### src/rtl/spe_pkg.sv
package spe_pkg;

  typedef enum logic [1:0] {
    MODE_MISMATCH = 2'd0,
    MODE_MATCH    = 2'd1,
    MODE_MAC      = 2'd2,
    MODE_BYPASS   = 2'd3
  } peMode_e;

  typedef struct packed {
    logic captureOp;   // latch incoming value as operand
    logic clearOp;     // drop the operand after a group ends
    logic addProduct;  // add weight*operand to the partial sum
    logic selLive;     // use the incoming value instead of the stored operand
  } peStrobe_t;

endpackage

### src/rtl/spe_ctrl.sv
module spe_ctrl
  import spe_pkg::*;
#(
  parameter int IDX_W = 16
) (
  input  logic             inValid,
  input  logic [IDX_W-1:0] inIndex,
  input  logic             inEnd,
  input  logic [IDX_W-1:0] wIndex,
  input  logic             wZero,
  output peMode_e          mode,
  output peStrobe_t        strobe
);

  logic idxHit;
  logic groupEnd;

  assign idxHit   = inValid && (inIndex == wIndex);
  assign groupEnd = inValid && inEnd;

  always_comb begin
    if (wZero)         mode = MODE_BYPASS;
    else if (groupEnd) mode = MODE_MAC;
    else if (idxHit)   mode = MODE_MATCH;
    else               mode = MODE_MISMATCH;
  end

  always_comb begin
    strobe            = '0;
    strobe.captureOp  = (mode == MODE_MATCH);
    strobe.clearOp    = groupEnd;
    strobe.addProduct = (mode == MODE_MAC);
    strobe.selLive    = idxHit;
  end

endmodule

### src/rtl/spe_datapath.sv
module spe_datapath
  import spe_pkg::*;
#(
  parameter int VAL_W  = 8,
  parameter int IDX_W  = 16,
  parameter int PSUM_W = 32
) (
  input  logic                     clk,
  input  logic                     rstN,
  input  logic                     ldEn,
  input  logic signed [VAL_W-1:0]  ldValue,
  input  logic        [IDX_W-1:0]  ldIndex,
  input  logic                     ldZero,
  input  logic                     inValid,
  input  logic signed [VAL_W-1:0]  inValue,
  input  logic        [IDX_W-1:0]  inIndex,
  input  logic                     inEnd,
  input  logic signed [PSUM_W-1:0] psumIn,
  input  peStrobe_t                strobe,
  output logic        [IDX_W-1:0]  wIndex,
  output logic                     wZero,
  output logic                     outValid,
  output logic signed [VAL_W-1:0]  outValue,
  output logic        [IDX_W-1:0]  outIndex,
  output logic                     outEnd,
  output logic signed [PSUM_W-1:0] psumOut
);

  localparam int PROD_W = 2 * VAL_W;
  localparam int EXT_W  = PSUM_W - PROD_W;

  logic signed [VAL_W-1:0]  wValue;
  logic signed [VAL_W-1:0]  opndReg;
  logic signed [VAL_W-1:0]  opSel;
  logic signed [PROD_W-1:0] prod;
  logic signed [PSUM_W-1:0] prodExt;
  logic signed [PSUM_W-1:0] macSum;

  // stationary weight
  always_ff @(posedge clk or negedge rstN) begin
    if (!rstN) begin
      wValue <= '0;
      wIndex <= '0;
      wZero  <= 1'b1;
    end else if (ldEn) begin
      wValue <= ldValue;
      wIndex <= ldIndex;
      wZero  <= ldZero;
    end
  end

  // operand register
  always_ff @(posedge clk or negedge rstN) begin
    if (!rstN)                 opndReg <= '0;
    else if (strobe.clearOp)   opndReg <= '0;
    else if (strobe.captureOp) opndReg <= inValue;
  end

  // multiply-accumulate
  assign opSel = strobe.selLive ? inValue : opndReg;
  assign prod  = wValue * opSel;

  generate
    if (EXT_W > 0) begin : g_ext
      assign prodExt = {{EXT_W{prod[PROD_W-1]}}, prod};
    end else begin : g_trunc
      assign prodExt = prod[PSUM_W-1:0];
    end
  endgenerate

  assign macSum = psumIn + prodExt;

  always_ff @(posedge clk or negedge rstN) begin
    if (!rstN)                  psumOut <= '0;
    else if (strobe.addProduct) psumOut <= macSum;
    else                        psumOut <= psumIn;
  end

  // horizontal forwarding
  always_ff @(posedge clk or negedge rstN) begin
    if (!rstN) begin
      outValid <= 1'b0;
      outValue <= '0;
      outIndex <= '0;
      outEnd   <= 1'b0;
    end else begin
      outValid <= inValid;
      outValue <= inValue;
      outIndex <= inIndex;
      outEnd   <= inEnd;
    end
  end


  match_capture_chk: assert property (@(posedge clk) disable iff (!rstN)
    (inValid && !inEnd && !wZero && inIndex == wIndex) |=> opndReg == $past(inValue));


  mismatch_hold_chk: assert property (@(posedge clk) disable iff (!rstN)
    (inValid && !inEnd && inIndex != wIndex) |=> $stable(opndReg));


  op_clear_chk: assert property (@(posedge clk) disable iff (!rstN)
    (inValid && inEnd) |=> opndReg == '0);

endmodule

### src/rtl/spe_cell.sv
module spe_cell
  import spe_pkg::*;
#(
  parameter int VAL_W  = 8,
  parameter int IDX_W  = 16,
  parameter int PSUM_W = 32
) (
  input  logic                     clk,
  input  logic                     rstN,
  input  logic                     ldEn,
  input  logic signed [VAL_W-1:0]  ldValue,
  input  logic        [IDX_W-1:0]  ldIndex,
  input  logic                     ldZero,
  input  logic                     inValid,
  input  logic signed [VAL_W-1:0]  inValue,
  input  logic        [IDX_W-1:0]  inIndex,
  input  logic                     inEnd,
  input  logic signed [PSUM_W-1:0] psumIn,
  output logic                     outValid,
  output logic signed [VAL_W-1:0]  outValue,
  output logic        [IDX_W-1:0]  outIndex,
  output logic                     outEnd,
  output logic signed [PSUM_W-1:0] psumOut
);

  peMode_e          mode;
  peStrobe_t        strobe;
  logic [IDX_W-1:0] wIndex;
  logic             wZero;

  spe_ctrl #(.IDX_W(IDX_W)) u_ctrl (
    .inValid (inValid),
    .inIndex (inIndex),
    .inEnd   (inEnd),
    .wIndex  (wIndex),
    .wZero   (wZero),
    .mode    (mode),
    .strobe  (strobe)
  );

  spe_datapath #(.VAL_W(VAL_W), .IDX_W(IDX_W), .PSUM_W(PSUM_W)) u_dp (
    .clk      (clk),
    .rstN     (rstN),
    .ldEn     (ldEn),
    .ldValue  (ldValue),
    .ldIndex  (ldIndex),
    .ldZero   (ldZero),
    .inValid  (inValid),
    .inValue  (inValue),
    .inIndex  (inIndex),
    .inEnd    (inEnd),
    .psumIn   (psumIn),
    .strobe   (strobe),
    .wIndex   (wIndex),
    .wZero    (wZero),
    .outValid (outValid),
    .outValue (outValue),
    .outIndex (outIndex),
    .outEnd   (outEnd),
    .psumOut  (psumOut)
  );


  fwd_latency_chk: assert property (@(posedge clk) disable iff (!rstN)
    1'b1 |=> (outValid == $past(inValid) && outValue == $past(inValue) &&
              outIndex == $past(inIndex) && outEnd == $past(inEnd)));


  bypass_pass_chk: assert property (@(posedge clk) disable iff (!rstN)
    (mode == MODE_BYPASS) |=> psumOut == $past(psumIn));


  idle_pass_chk: assert property (@(posedge clk) disable iff (!rstN)
    !(inValid && inEnd) |=> psumOut == $past(psumIn));


  mac_only_on_end_chk: assert property (@(posedge clk) disable iff (!rstN)
    strobe.addProduct |-> (inValid && inEnd && !wZero));

endmodule

### config.mk
export PLATFORM = sky130hd
export DESIGN_NAME = spe_cell
export DESIGN_NICKNAME = d
export VERILOG_FILES = /design/src/rtl/spe_pkg.sv /design/src/rtl/spe_ctrl.sv /design/src/rtl/spe_datapath.sv /design/src/rtl/spe_cell.sv
export SDC_FILE = /design/constraint.sdc
export NUM_CORES = 1
export LEC_CHECK = 0
export CORE_MARGIN = 3
export CORE_UTILIZATION = 55
export CTS_CLUSTER_SIZE = 28
export DETAILED_ROUTE_END_ITERATION = 16
export GPL_TIMING_DRIVEN = 0
export PLACE_DENSITY = 0.82
export SETUP_SLACK_MARGIN = 0.05
export SLEW_MARGIN = 20
export SYNTH_ARGS = -nofsm -noshare
export SYNTH_HDL_FRONTEND = slang
export SYNTH_HIERARCHICAL = 1
export SYNTH_SLANG_ARGS = --single-unit
### constraint.sdc
create_clock -name clk -period 19 [get_ports clk]
set_input_delay 2.85 -clock clk [delete_from_list [all_inputs] [get_ports clk]]
set_output_delay 2.85 -clock clk [all_outputs]
set_load 0.02 [all_outputs]
== Word level (Yosys, flattened, before mapping) ==
Index checks and enable logic that the tools add are counted.

* Flip-flop bits (word level): 91
* Input bits: 86
* Output and inout port bits: 58
* Logic and storage cells: 24

* Add/sub/neg operators: 1
* $mul: 1
* Equality and inequality tests: 3
* Muxes and demuxes: 7
* Reductions and logical operators: 3

{| class="wikitable"
|+ Operators with widths
! kind !! number
|-
| 32-bit by 16-bit adder with 32-bit output || 1
|-
| 32-bit two-way mux || 1
|-
| 8-bit two-way mux || 3
|-
| 16-bit equality test || 1
|-
| 8-bit by 8-bit multiplier with 16-bit output || 1
|-
| 2-bit two-way mux || 2
|-
| 2-bit by 1-bit equality test with 1-bit output, second input constant || 1
|-
| 2-bit equality test, second input constant || 1
|-
| 1-bit logical AND || 2
|-
| 2-bit nonzero test || 1
|-
| 1-bit two-way mux || 1
|}

== Depth between registers and ports, before layout ==
Gate-level depths: netlist of the first run.

* Depth in word-level cells: 8
* Gate-level depth with buffers: 26
* Gate-level depth less buffers: 24

== By module ==
The synthesis of the first run kept the hierarchy.

{| class="wikitable"
|+ Modules (own cells, without submodules)
! module !! times used !! cells an instance !! area an instance (um^2) !! seq. area each (um^2)
|-
| spe_datapath || 1 || 778 || 8752.1 || 2278.4
|-
| spe_ctrl || 1 || 34 || 249.0 || 0.0
|}

== Worst setup path before layout of the first run ==
No wires, ideal clock.

* Path kind: input-to-reg
* Start point: input inIndex[9]
* End point: register u_dp.psumOut[31]
* Library setup time: 80 ps
* Arrival: 9743 ps
* Data required time: 18920 ps
* Slack: 9177 ps
* Stages on the path: 23
* Path buffers: 2
* Path through: xnor2_1 nand2_1 or4_4 nor2_1 buf_4 clkbuf_1 mux2_2 and2_1 inv_1 fa_1 inv_1 fa_1 fa_1 fa_1 fa_1 ha_1 a21oi_2 nand2_1 o2111a_1 o32ai_4 and3b_1 a211oi_2 xnor2_1

* Word-level cells in the longest chain between the ends: 7
* Elaborated cells on any way between the ends: 10
* Classes of those cells: 1 x add/sub; 1 x mul; 2 x eq/ne; 5 x mux; 1 x reduce/logical

{| class="wikitable"
|+ RTL lines
! item !! line !! source
|-
| from (decl) || spe_cell.sv:16 || <nowiki>input logic [IDX_W-1:0] inIndex,</nowiki>
|-
| 16-bit equality test * || spe_ctrl.sv:18 || <nowiki>assign idxHit = inValid && (inIndex == wIndex);</nowiki>
|-
| 1-bit logical AND * || spe_ctrl.sv:18 ||
|-
| named net u_ctrl.idxHit || spe_ctrl.sv:15 || <nowiki>logic idxHit;</nowiki>
|-
| branches (longest 4 deep; another with 32-bit by 16-bit adder with 32-bit output) || - ||
|-
| 32-bit two-way mux * || spe_datapath.sv:75 || <nowiki>else if (strobe.addProduct) psumOut <= macSum;</nowiki>
|-
| to (signal assigned) || spe_datapath.sv:75 ||
|-
| to (signal assigned) || spe_datapath.sv:76 || <nowiki>else psumOut <= psumIn;</nowiki>
|-
| to (decl) || spe_datapath.sv:26 || <nowiki>output logic signed [PSUM_W-1:0] psumOut</nowiki>
|}

Mark *: on every way through the listed nets, which the timed path passes.
A chain may end at the register's enable or synchronous reset.

== Final worst setup path of the first run ==
* Start point: input inIndex[12]
* End point: register u_dp.psumOut[30]

Same word-level chain as after synthesis.

==> results of run 1 <==
[through the flow]
step / cell area (sq um) / hold slack, ns
detailed placement: 10800 / 0.501
finish: 11000 / 0.517
global placement: 10700 / 0.491
CTS: 11000 / 0.518
floorplan: 8990 / 0.481
global route: 11000 / 0.543
[cell type report]
cell class	count	area, sq um	area share [%]
multi-input combinational	591	6220	56.3
inverter	108	405	3.67
buffer	21	86.3	0.781
timing repair buffer	145	1490	13.5
tap	216	270	2.45
clock buffer	9	225	2.04
clock inverter	7	71.3	0.646
sequential	91	2280	20.6
[worst max-delay path: stages]
cell,delay (ns)
sky130_fd_sc_hd__clkdlybuf4s50_1,0.49
sky130_fd_sc_hd__xnor2_1,0.13
sky130_fd_sc_hd__nand2_1,0.07
sky130_fd_sc_hd__or4_4,0.52
sky130_fd_sc_hd__nor2_1,0.12
sky130_fd_sc_hd__buf_4,0.11
sky130_fd_sc_hd__clkbuf_1,0.40
sky130_fd_sc_hd__mux2i_1,0.80
sky130_fd_sc_hd__nand2b_1,0.32
sky130_fd_sc_hd__fa_1,0.56
sky130_fd_sc_hd__fa_1,0.62
sky130_fd_sc_hd__inv_1,0.64
sky130_fd_sc_hd__fa_1,0.56
sky130_fd_sc_hd__fa_1,0.45
sky130_fd_sc_hd__ha_1,0.30
sky130_fd_sc_hd__ha_1,0.38
sky130_fd_sc_hd__a21oi_2,0.33
sky130_fd_sc_hd__o21ai_0,0.14
sky130_fd_sc_hd__a2111oi_0,0.41
sky130_fd_sc_hd__a21oi_1,0.15
sky130_fd_sc_hd__mux2i_1,0.14
sky130_fd_sc_hd__or4b_1,0.49
[per-layer routing]
layer / track usage [%] / vias to the layer above
li1: - / 2982
met1: 34.0 / 3380
met2: 43.2 / 268
met3: 5.29 / 37
met4: 6.51 / 0
met5: 0 / -
[flip-flops by register name, indices dropped and copies added (netlist names)]
| register | count |
|---|---|
| u_dp/outEnd | 1 |
| u_dp/outValue | 8 |
| u_dp/wIndex | 16 |
| u_dp/wZero | 1 |
| u_dp/opndReg | 8 |
| u_dp/outValid | 1 |
| u_dp/wValue | 8 |
| u_dp/psumOut | 32 |
| u_dp/outIndex | 16 |
[final timing paths]
path,start,end,slack [ns],depth (start not counted)
worst max register to register,u_dp/wIndex[9]$_DFFE_PN0P_,u_dp/psumOut[30]$_DFF_PN0_,10.75,21
worst min register to register,u_dp/wIndex[7]$_DFFE_PN0P_,u_dp/wIndex[7]$_DFFE_PN0P_,0.52,1
worst max-delay path,inIndex[12],u_dp/psumOut[30]$_DFF_PN0_,8.19,22
max in group asynchronous,rstN,u_dp/wZero$_DFFE_PN1P_,16.05,2
worst min-delay path,u_dp/wIndex[7]$_DFFE_PN0P_,u_dp/wIndex[7]$_DFFE_PN0P_,0.52,1
min in group asynchronous,rstN,u_dp/outValue[7]$_DFF_PN0_,2.32,1
[power groups by stage]
stage | logic, uW | clock network, uW | registers, uW
final | 109 | 184 | 215
after global routing | 119 | 196 | 216
after CTS | 110 | 188 | 215
after detailed placement | 109 | 0 | 219
after global placement | 106 | 0 | 218
after floorplan | 43.2 | 0 | 227
==> flow_summary.json, run 1 <==
{
  "number_of_antenna_violations_at_the_first_check_in_global_routing": 0,
  "dp.final_hpwl_um": 17700,
  "mostFrequentLayoutCell": "sky130_fd_sc_hd__clkdlybuf4s50_1",
  "cts.reportedPaths.clkPinSlew_ns": 0.08,
  "met3WireLength_um": 1370,
  "area_growth_syn_to_layout_pct": 22.9,
  "grt_setup_unrepaired": "no",
  "drv_cap": 0,
  "antennaDiodeCount": 0,
  "clkPwrFrac_pct": 36.2,
  "clock_tree.root_cell": "sky130_fd_sc_hd__clkbuf_16",
  "insertion_delay_ns": 0.36,
  "routed_wire_length_per_instance_um": 18.2,
  "run_status": "finished clean",
  "post_cts_resize_count": 0,
  "highest_metal_layer_with_signal_wires": "met4",
  "post-place-ws_ns": 7.82,
  "drt-initial-drc-count": 412,
  "min_path_type": "reg -> reg",
  "crit_fanout": 13,
  "core_region_area_sq_um": 15900,
  "floorplan.die_area_sq_um": 17900,
  "synth_fp_nets": 1103,
  "cellInternalPower_uw": 355,
  "finalHoldViolCount": 0,
  "overall_fraction_of_global_route_tracks_in_use_pct": 25.5,
  "worst_ir_drop_vdd_uv": 62.0,
  "cts_buffers": 9,
  "grt_first_pass_wirelength_um": 36200,
  "leakagePower_uw": 0.00521,
  "dp_cells": 1172,
  "synth.yosys.warnings": 6,
  "drt-pass1-iter-count": 5,
  "share_seq_of_total_power_pct": 42.3,
  "clkSinkCount": 91,
  "timing.final.ws_setup_ns": 8.19,
  "clk_path_buf_depth": 2,
  "fp-row-count": 46,
  "first_global_vias": 7182,
  "setup.worst_path.class": "in -> reg",
  "tightest_slew_ns": 0.918,
  "totalWireLength_um": 21600,
  "tns_ns": 0,
  "final_nets": 1259,
  "port_buffers": 142,
  "power_per_cell_area_nw_per_um2": 46.1,
  "total_power_uw": 509,
  "clock_skew_ns": 0.0114,
  "postRouteAntennaNets": 0,
  "initial_utilization_pct": 56.4,
  "tritoncts": "yes",
  "final-max-slew-violation-count": 0,
  "critical_path_arrival_ns": 11.03,
  "switching_share_pct": 30.2,
  "cp-start-kind": "input pin",
  "ctsHtreeMaxLevel": 3,
  "net-switching-power_uw": 154,
  "post-route-min-period_ns": 10.81,
  "die_width_um": 134,
  "gp_routability_congestion": 0.911,
  "cts-hold-fix-buffers": 0,
  "post_drt_via_cell_ratio": 5.61,
  "globalRoute.totalOverflow": 0,
  "route.met2.wl_um": 10600,
  "mappedNetlistArea_sq_um": 8990,
  "final.period_utilization_pct": 56.9,
  "post_synth_inst_count": 811,
  "finalCoreUtilization_pct": 69.3,
  "post-route-drc-count": 0,
  "comb_power_share_pct": 21.5,
  "route.vias.total": 6667,
  "endpoints_failing_setup": 0,
  "post_layout_nonfiller_instances": 1188,
  "slew_headroom_pct": 37.1,
  "worst-endpoint-required_ns": 19.22,
  "max_freq_mhz": 92.5,
  "filler_cell_count": 1213,
  "detail_route.wirelength.met1_um": 9150,
  "mostFrequentLayoutCells": "sky130_fd_sc_hd__clkdlybuf4s50_1 (141), sky130_fd_sc_hd__fa_1 (136), sky130_fd_sc_hd__inv_1 (108), sky130_fd_sc_hd__dfrtp_1 (90), sky130_fd_sc_hd__ha_1 (70)",
  "pin_count": 144,
  "cts_setup_buffers": 0,
  "drive_above_1_share_pct": 8.23,
  "avgSynthCellArea_sq_um": 11.1,
  "largest_net_degree_at_the_start_of_global_routing": 78,
  "die_h_um": 134,
  "cp-end-kind": "flop"
}
No activity file was read; power rests on OpenSTA's default activity.
==> run 2, diff against run 1 <==
CORE_UTILIZATION = 50   (was 55)
PLACE_DENSITY = 0.78   (was 0.82)
clock period = 8.98 ns   (was 19 ns; I/O delays follow)
==> flow_summary.json, run 2 (same netlist as run 1, synthesis figures left out) <==
{
  "fp-row-count": 48,
  "overall_fraction_of_global_route_tracks_in_use_pct": 23.1,
  "max_freq_mhz": 120,
  "crit_path_cell_trace": "clkdlybuf4s50_1 -> xnor2_1 -> nand2_1 -> or4_4 -> nor2_1 -> buf_4 -> mux2i_4 -> nand2b_1 -> fa_1 -> inv_1 -> fa_1 -> fa_1 -> fa_1 -> ha_1 -> ha_1 -> a21oi_2 -> o21ai_0 -> a2111oi_0 -> a21oi_1 -> mux2i_1 -> or4b_1",
  "drt-pass1-iter-count": 7,
  "filler_cell_count": 1359,
  "run_status": "finished clean",
  "postRouteAntennaNets": 0,
  "floorplan.die_area_sq_um": 19600,
  "grt_first_pass_wirelength_um": 36100,
  "power_per_cell_area_nw_per_um2": 97.0,
  "route.vias.total": 6614,
  "port_buffers": 142,
  "tritoncts": "yes",
  "clock_tree.root_cell": "sky130_fd_sc_hd__clkbuf_16",
  "min_path_type": "reg -> reg",
  "cp-start-kind": "input pin",
  "total_power_uw": 1090,
  "cp-end-kind": "flop",
  "area_growth_syn_to_layout_pct": 24.7,
  "worst-endpoint-required_ns": 9.20,
  "top_register_by_number_of_flip_flops": "u_dp/psumOut",
  "reg_top3": "u_dp/psumOut (32), u_dp/outIndex (16), u_dp/wIndex (16)",
  "slew_headroom_pct": 47.5,
  "drv_cap": 0,
  "worst_path_largest_cell_delay_ns": 0.58,
  "antennaDiodeCount": 0,
  "insertion_delay_ns": 0.36,
  "final.period_utilization_pct": 93.2,
  "tightest_slew_ns": 0.787,
  "dp.final_hpwl_um": 17700,
  "place_area_sq_um": 10800,
  "critical_path_arrival_ns": 8.59,
  "drt-initial-drc-count": 375,
  "worst_ir_drop_vdd_uv": 85.5,
  "clkSinkCount": 91,
  "final_cell_area_sq_um": 11200,
  "share_seq_of_total_power_pct": 41.8,
  "first_global_vias": 6963,
  "die_h_um": 140,
  "final_nets": 1269,
  "die_width_um": 140,
  "mostFrequentLayoutCell": "sky130_fd_sc_hd__clkdlybuf4s50_1",
  "clk_path_buf_depth": 2,
  "comb_power_share_pct": 21.5,
  "initial_utilization_pct": 51.4,
  "clock_skew_ns": 0.0144,
  "worst_path_dominant_cell_family": "adder cells",
  "ctsHtreeMaxLevel": 3,
  "finalHoldViolCount": 0,
  "post_layout_nonfiller_instances": 1207,
  "clkPwrFrac_pct": 36.7,
  "seqCellArea_sq_um": 2280,
  "number_of_antenna_violations_at_the_first_check_in_global_routing": 0,
  "cts_buffers": 9,
  "post_drt_via_cell_ratio": 5.48,
  "final-max-slew-violation-count": 0,
  "critical_path_buf_inv_count": 3,
  "gp_routability_congestion": 0.931,
  "leakagePower_uw": 0.00527,
  "switching_share_pct": 30.6,
  "cp_slowest_cell": "sky130_fd_sc_hd__fa_1",
  "largest_net_degree_at_the_start_of_global_routing": 57,
  "crit_fanout": 13,
  "multi_input_comb_area_sq_um": 6250,
  "mostFrequentLayoutCells": "sky130_fd_sc_hd__clkdlybuf4s50_1 (141), sky130_fd_sc_hd__fa_1 (135), sky130_fd_sc_hd__inv_1 (106), sky130_fd_sc_hd__dfrtp_1 (90), sky130_fd_sc_hd__ha_1 (70)",
  "routed_wire_length_per_instance_um": 18.2,
  "totalWireLength_um": 21900,
  "post-route-drc-count": 0,
  "grt_setup_unrepaired": "no",
  "pin_count": 144,
  "drive_above_1_share_pct": 9.98,
  "endpoints_failing_setup": 0,
  "setup.worst_path.class": "in -> reg",
  "dp_cells": 1181,
  "final_hold_slack_ns": 0.521,
  "cts.reportedPaths.clkPinSlew_ns": 0.08,
  "globalRoute.totalOverflow": 0,
  "cp_common_cell": "sky130_fd_sc_hd__fa_1",
  "net-switching-power_uw": 332,
  "largest_register_ff_count": 32,
  "core_region_area_sq_um": 17500,
  "cellInternalPower_uw": 755,
  "post-route-min-period_ns": 8.37
}
## run 2: changes by cell type in the layout (fill, tap and decap cells not counted), sizes merged
cell      previous run  this run
clkinv               3         4
buf                 11        22
clkinvlp             1         2
inv                111       109
clkbuf              23        22
## run 2: path summary, 6_finish.rpt
check                                      startpoint                         end  slack (ns)  cells past startpoint
setup / recovery                           inIndex[9]  u_dp/psumOut[30]$_DFF_PN0_        0.61                     21
hold / removal             u_dp/wIndex[7]$_DFFE_PN0P_  u_dp/wIndex[7]$_DFFE_PN0P_        0.52                      1
setup reg to reg           u_dp/wIndex[9]$_DFFE_PN0P_  u_dp/psumOut[30]$_DFF_PN0_        1.67                     20
hold reg to reg            u_dp/wIndex[7]$_DFFE_PN0P_  u_dp/wIndex[7]$_DFFE_PN0P_        0.52                      1
max in group asynchronous                        rstN      u_dp/wZero$_DFFE_PN1P_        7.43                      2
min in group asynchronous                        rstN  u_dp/psumOut[21]$_DFF_PN0_        0.90                      1
## run 2: layout make-up
type | count | area share, %
multi-input cells | 591 | 55.7
flip-flops and latches | 91 | 20.3
repair buffers | 156 | 14.2
inverters | 108 | 3.68
well taps | 225 | 2.51
clock buffers | 9 | 2.01
clock inverters | 7 | 0.815
plain buffers | 20 | 0.737
## run 2: repair_timing
action | in CTS | in global routing
endpoints found under the setup margin | 7 | 1
endpoints found under the hold margin | 0 | 0
resized for setup | 3 | 5
hold buffers | 0 | 0
setup buffers | 0 | 11
## run 2: per-stage QoR
stage          setup WS, ns  utilization (%)  TNS [ns]
3_5_place_dp         -0.710             61.6     -3.99
2_1_floorplan         0.681                -         0
4_1_cts               0.396             63.5         0
3_3_place_gp         -0.770             61.2    -10.62
6_report              0.612             64.2         0
5_1_grt              0.0859             64.2         0
## run 2: routing by layer
layer | up-vias | GRT usage (%) | part of all wire (%) | wire length [um]
met1 | 3327 | 32.5 | 43 | 9460
met4 | 0 | 6.68 | 2.3 | 510
met2 | 243 | 37.4 | 48 | 10600
met3 | 41 | 3.79 | 6.1 | 1340
li1 | 3003 | - | - | -
met5 | - | 0 | 0 | 0
## run 2: power groups by stage
stage | logic [uW] | registers, uW | clock network (uW)
6_report | 233 | 455 | 400
5_1_grt | 255 | 458 | 426
4_1_cts | 235 | 455 | 408
3_5_place_dp | 233 | 463 | 0
3_3_place_gp | 226 | 462 | 0
2_1_floorplan | 91.3 | 481 | 0
==> run 3, diff against run 2 <==
RECOVER_POWER = 25   (was unset)
==> flow_summary.json, run 3 (same netlist as run 1, synthesis figures left out) <==
{
  "core_region_area_sq_um": 17500,
  "critical_path_arrival_ns": 8.66,
  "mostFrequentLayoutCell": "sky130_fd_sc_hd__fa_1",
  "globalRoute.totalOverflow": 0,
  "worst_ir_drop_vdd_uv": 85.0,
  "clkSinkCount": 91,
  "violations": "max-capacitance violations, max-slew violations",
  "antennaDiodeCount": 0,
  "timing.rr.start": "u_dp/wIndex[9]$_DFFE_PN0P_",
  "routing_usage_on_met3_pct": 3.79,
  "tightest_slew_ns": 2.89,
  "drt-pass1-iter-count": 7,
  "crit_fanout": 13,
  "met2_global_route_usage_pct": 37.4,
  "number_of_antenna_violations_at_the_first_check_in_global_routing": 0,
  "floorplan.die_area_sq_um": 19600,
  "top_register_by_number_of_flip_flops": "u_dp/psumOut",
  "clk_path_buf_depth": 2,
  "largest_net_degree_at_the_start_of_global_routing": 57,
  "final_nets": 1269,
  "max_freq_mhz": 118,
  "min_path_type": "reg -> reg",
  "cp-end-kind": "flop",
  "multi_input_comb_area_sq_um": 6250,
  "postRouteAntennaNets": 0,
  "route.vias.total": 6578,
  "final-max-slew-violation-count": 94,
  "hold_path_startpoint": "u_dp/wIndex[7]$_DFFE_PN0P_",
  "first_global_vias": 6963,
  "largest_register_ff_count": 32,
  "grt_first_pass_wirelength_um": 36100,
  "clock_tree.root_cell": "sky130_fd_sc_hd__clkbuf_16",
  "clkPwrFrac_pct": 36.8,
  "holdPathEnd": "u_dp/wIndex[7]$_DFFE_PN0P_",
  "setup_slack_reg_to_reg_ns": 1.67,
  "fp-row-count": 48,
  "cp_slowest_cell": "sky130_fd_sc_hd__fa_1",
  "share_seq_of_total_power_pct": 41.9,
  "run_status": "finished with violations",
  "slew_headroom_pct": -92.9,
  "area_growth_syn_to_layout_pct": 24.4,
  "tns_ns": 0,
  "cellInternalPower_uw": 753,
  "pin_count": 144,
  "mostFrequentLayoutCells": "sky130_fd_sc_hd__fa_1 (135), sky130_fd_sc_hd__clkdlybuf4s50_1 (134), sky130_fd_sc_hd__inv_1 (106), sky130_fd_sc_hd__dfrtp_1 (90), sky130_fd_sc_hd__ha_1 (70)",
  "final.period_utilization_pct": 94.0,
  "tritoncts": "yes",
  "place_area_sq_um": 10800,
  "drv_cap": 2,
  "cp-start-kind": "input pin",
  "setup.worst_path.class": "in -> reg",
  "cts.reportedPaths.clkPinSlew_ns": 0.08,
  "worst_path_largest_cell_delay_ns": 0.58,
  "final_hold_slack_ns": 0.520,
  "worstHoldPathCells": 1,
  "dp.final_hpwl_um": 17700,
  "seqCellArea_sq_um": 2280,
  "reg_top3": "u_dp/psumOut (32), u_dp/outIndex (16), u_dp/wIndex (16)",
  "grt_setup_unrepaired": "no",
  "drt-initial-drc-count": 369,
  "totalWireLength_um": 21900,
  "cts-hold-fix-buffers": 0,
  "net-switching-power_uw": 332,
  "cts_buffers": 9,
  "port_buffers": 142,
  "ctsHtreeMaxLevel": 3,
  "comb_power_share_pct": 21.3,
  "insertion_delay_ns": 0.36,
  "power_per_cell_area_nw_per_um2": 97.0,
  "gp_routability_congestion": 0.931,
  "filler_cell_count": 1364,
  "final_cell_area_sq_um": 11200,
  "worst-r2r-cell-count": 20,
  "post-route-drc-count": 0,
  "routed_wire_length_per_instance_um": 18.1,
  "overall_fraction_of_global_route_tracks_in_use_pct": 23.1,
  "crit_path_cell_trace": "dlygate4sd3_1 -> xnor2_1 -> nand4_1 -> or4_4 -> nor2_1 -> buf_4 -> mux2i_4 -> nand2b_1 -> fa_1 -> inv_1 -> fa_1 -> fa_1 -> fa_1 -> ha_1 -> ha_1 -> a21oi_2 -> o21ai_0 -> a2111oi_0 -> a21oi_1 -> mux2i_1 -> or4b_1",
  "worst-endpoint-required_ns": 9.20,
  "cp_common_cell": "sky130_fd_sc_hd__fa_1",
  "die_h_um": 140,
  "drive_above_1_share_pct": 9.78,
  "finalHoldViolCount": 0,
  "grt_util_met1_pct": 32.5,
  "die_width_um": 140,
  "clock_skew_ns": 0.0145,
  "post_drt_via_cell_ratio": 5.45,
  "leakagePower_uw": 0.00525,
  "critical_register_to_register_path_endpoint": "u_dp/psumOut[30]$_DFF_PN0_",
  "initial_utilization_pct": 51.4,
  "endpoints_failing_setup": 0,
  "post-route-min-period_ns": 8.44,
  "globalRoute.busiestLayer": "met2",
  "switching_share_pct": 30.6
}
## run 3: changes by cell type in the layout (fill, tap and decap cells not counted)
| cell | change |
|---|---|
| sky130_fd_sc_hd__buf_6 | -1 |
| sky130_fd_sc_hd__clkdlybuf4s50_1 | -7 |
| sky130_fd_sc_hd__buf_16 | -1 |
| sky130_fd_sc_hd__clkbuf_1 | +2 |
| sky130_fd_sc_hd__dlygate4sd3_1 | +7 |
## run 3: worst max path at each step
stage	startpoint	end	slack (ns)	cells after the start
floorplan	inIndex[9]	u_dp/psumOut[31]$_DFF_PN0_	0.68	23
global placement	inIndex[9]	u_dp/psumOut[29]$_DFF_PN0_	-0.77	24
detailed placement	inIndex[9]	u_dp/psumOut[30]$_DFF_PN0_	-0.71	22
CTS	inIndex[9]	u_dp/psumOut[30]$_DFF_PN0_	0.40	21
global route	inIndex[0]	u_dp/psumOut[30]$_DFF_PN0_	0.07	21
finish	inIndex[0]	u_dp/psumOut[30]$_DFF_PN0_	0.54	21
## run 3: critical path, delay by kind of cell
kind	cells	cell delay (ns)
XOR/XNOR	1	0.14
AO/OA/AOI/OAI	4	1.06
multiplexers	2	0.56
AND/OR/NAND/NOR	5	1.50
adder cells (fa/ha/maj)	6	2.78
buffers and inverters	3	1.25
## run 3: final cells by class
| type | count | area share (%) |
|---|---|---|
| Multi-Input combinational cell | 591 | 55.9 |
| Tap cell | 225 | 2.52 |
| Buffer | 20 | 0.739 |
| Sequential cell | 91 | 20.4 |
| Timing Repair Buffer | 156 | 14.0 |
| Inverter | 108 | 3.69 |
| Clock buffer | 9 | 2.01 |
| Clock inverter | 7 | 0.817 |
## run 3: power groups by stage
stage	logic (uW)	clock network, uW	registers (uW)
floorplan	91.3	0	481
global placement	226	0	462
detailed placement	233	0	463
CTS	235	408	455
global route	253	426	458
finish	231	400	455
## run 3: per-layer routing
metal / wire length [um] / vias up
met4: 508 / 0
met2: 10600 / 240
met5: 0 / -
met1: 9350 / 3293
li1: - / 3004
met3: 1400 / 41
## run 3: timing repair
item,in CTS,in global routing
setup endpoints to repair,7,1
resized for setup,3,5
buffers inserted,0,11
pin swaps,0,0
## run 3: metrics by stage
step	util, %	total power [uW]	setup slack [ns]	std cells
final	64.0	1090	0.540	1207
after global routing	64.0	1140	0.0689	1207
after CTS	63.5	1100	0.396	1196
after detailed placement	61.6	695	-0.710	1181
after global placement	61.2	688	-0.770	1178
after floorplan	-	573	0.681	811
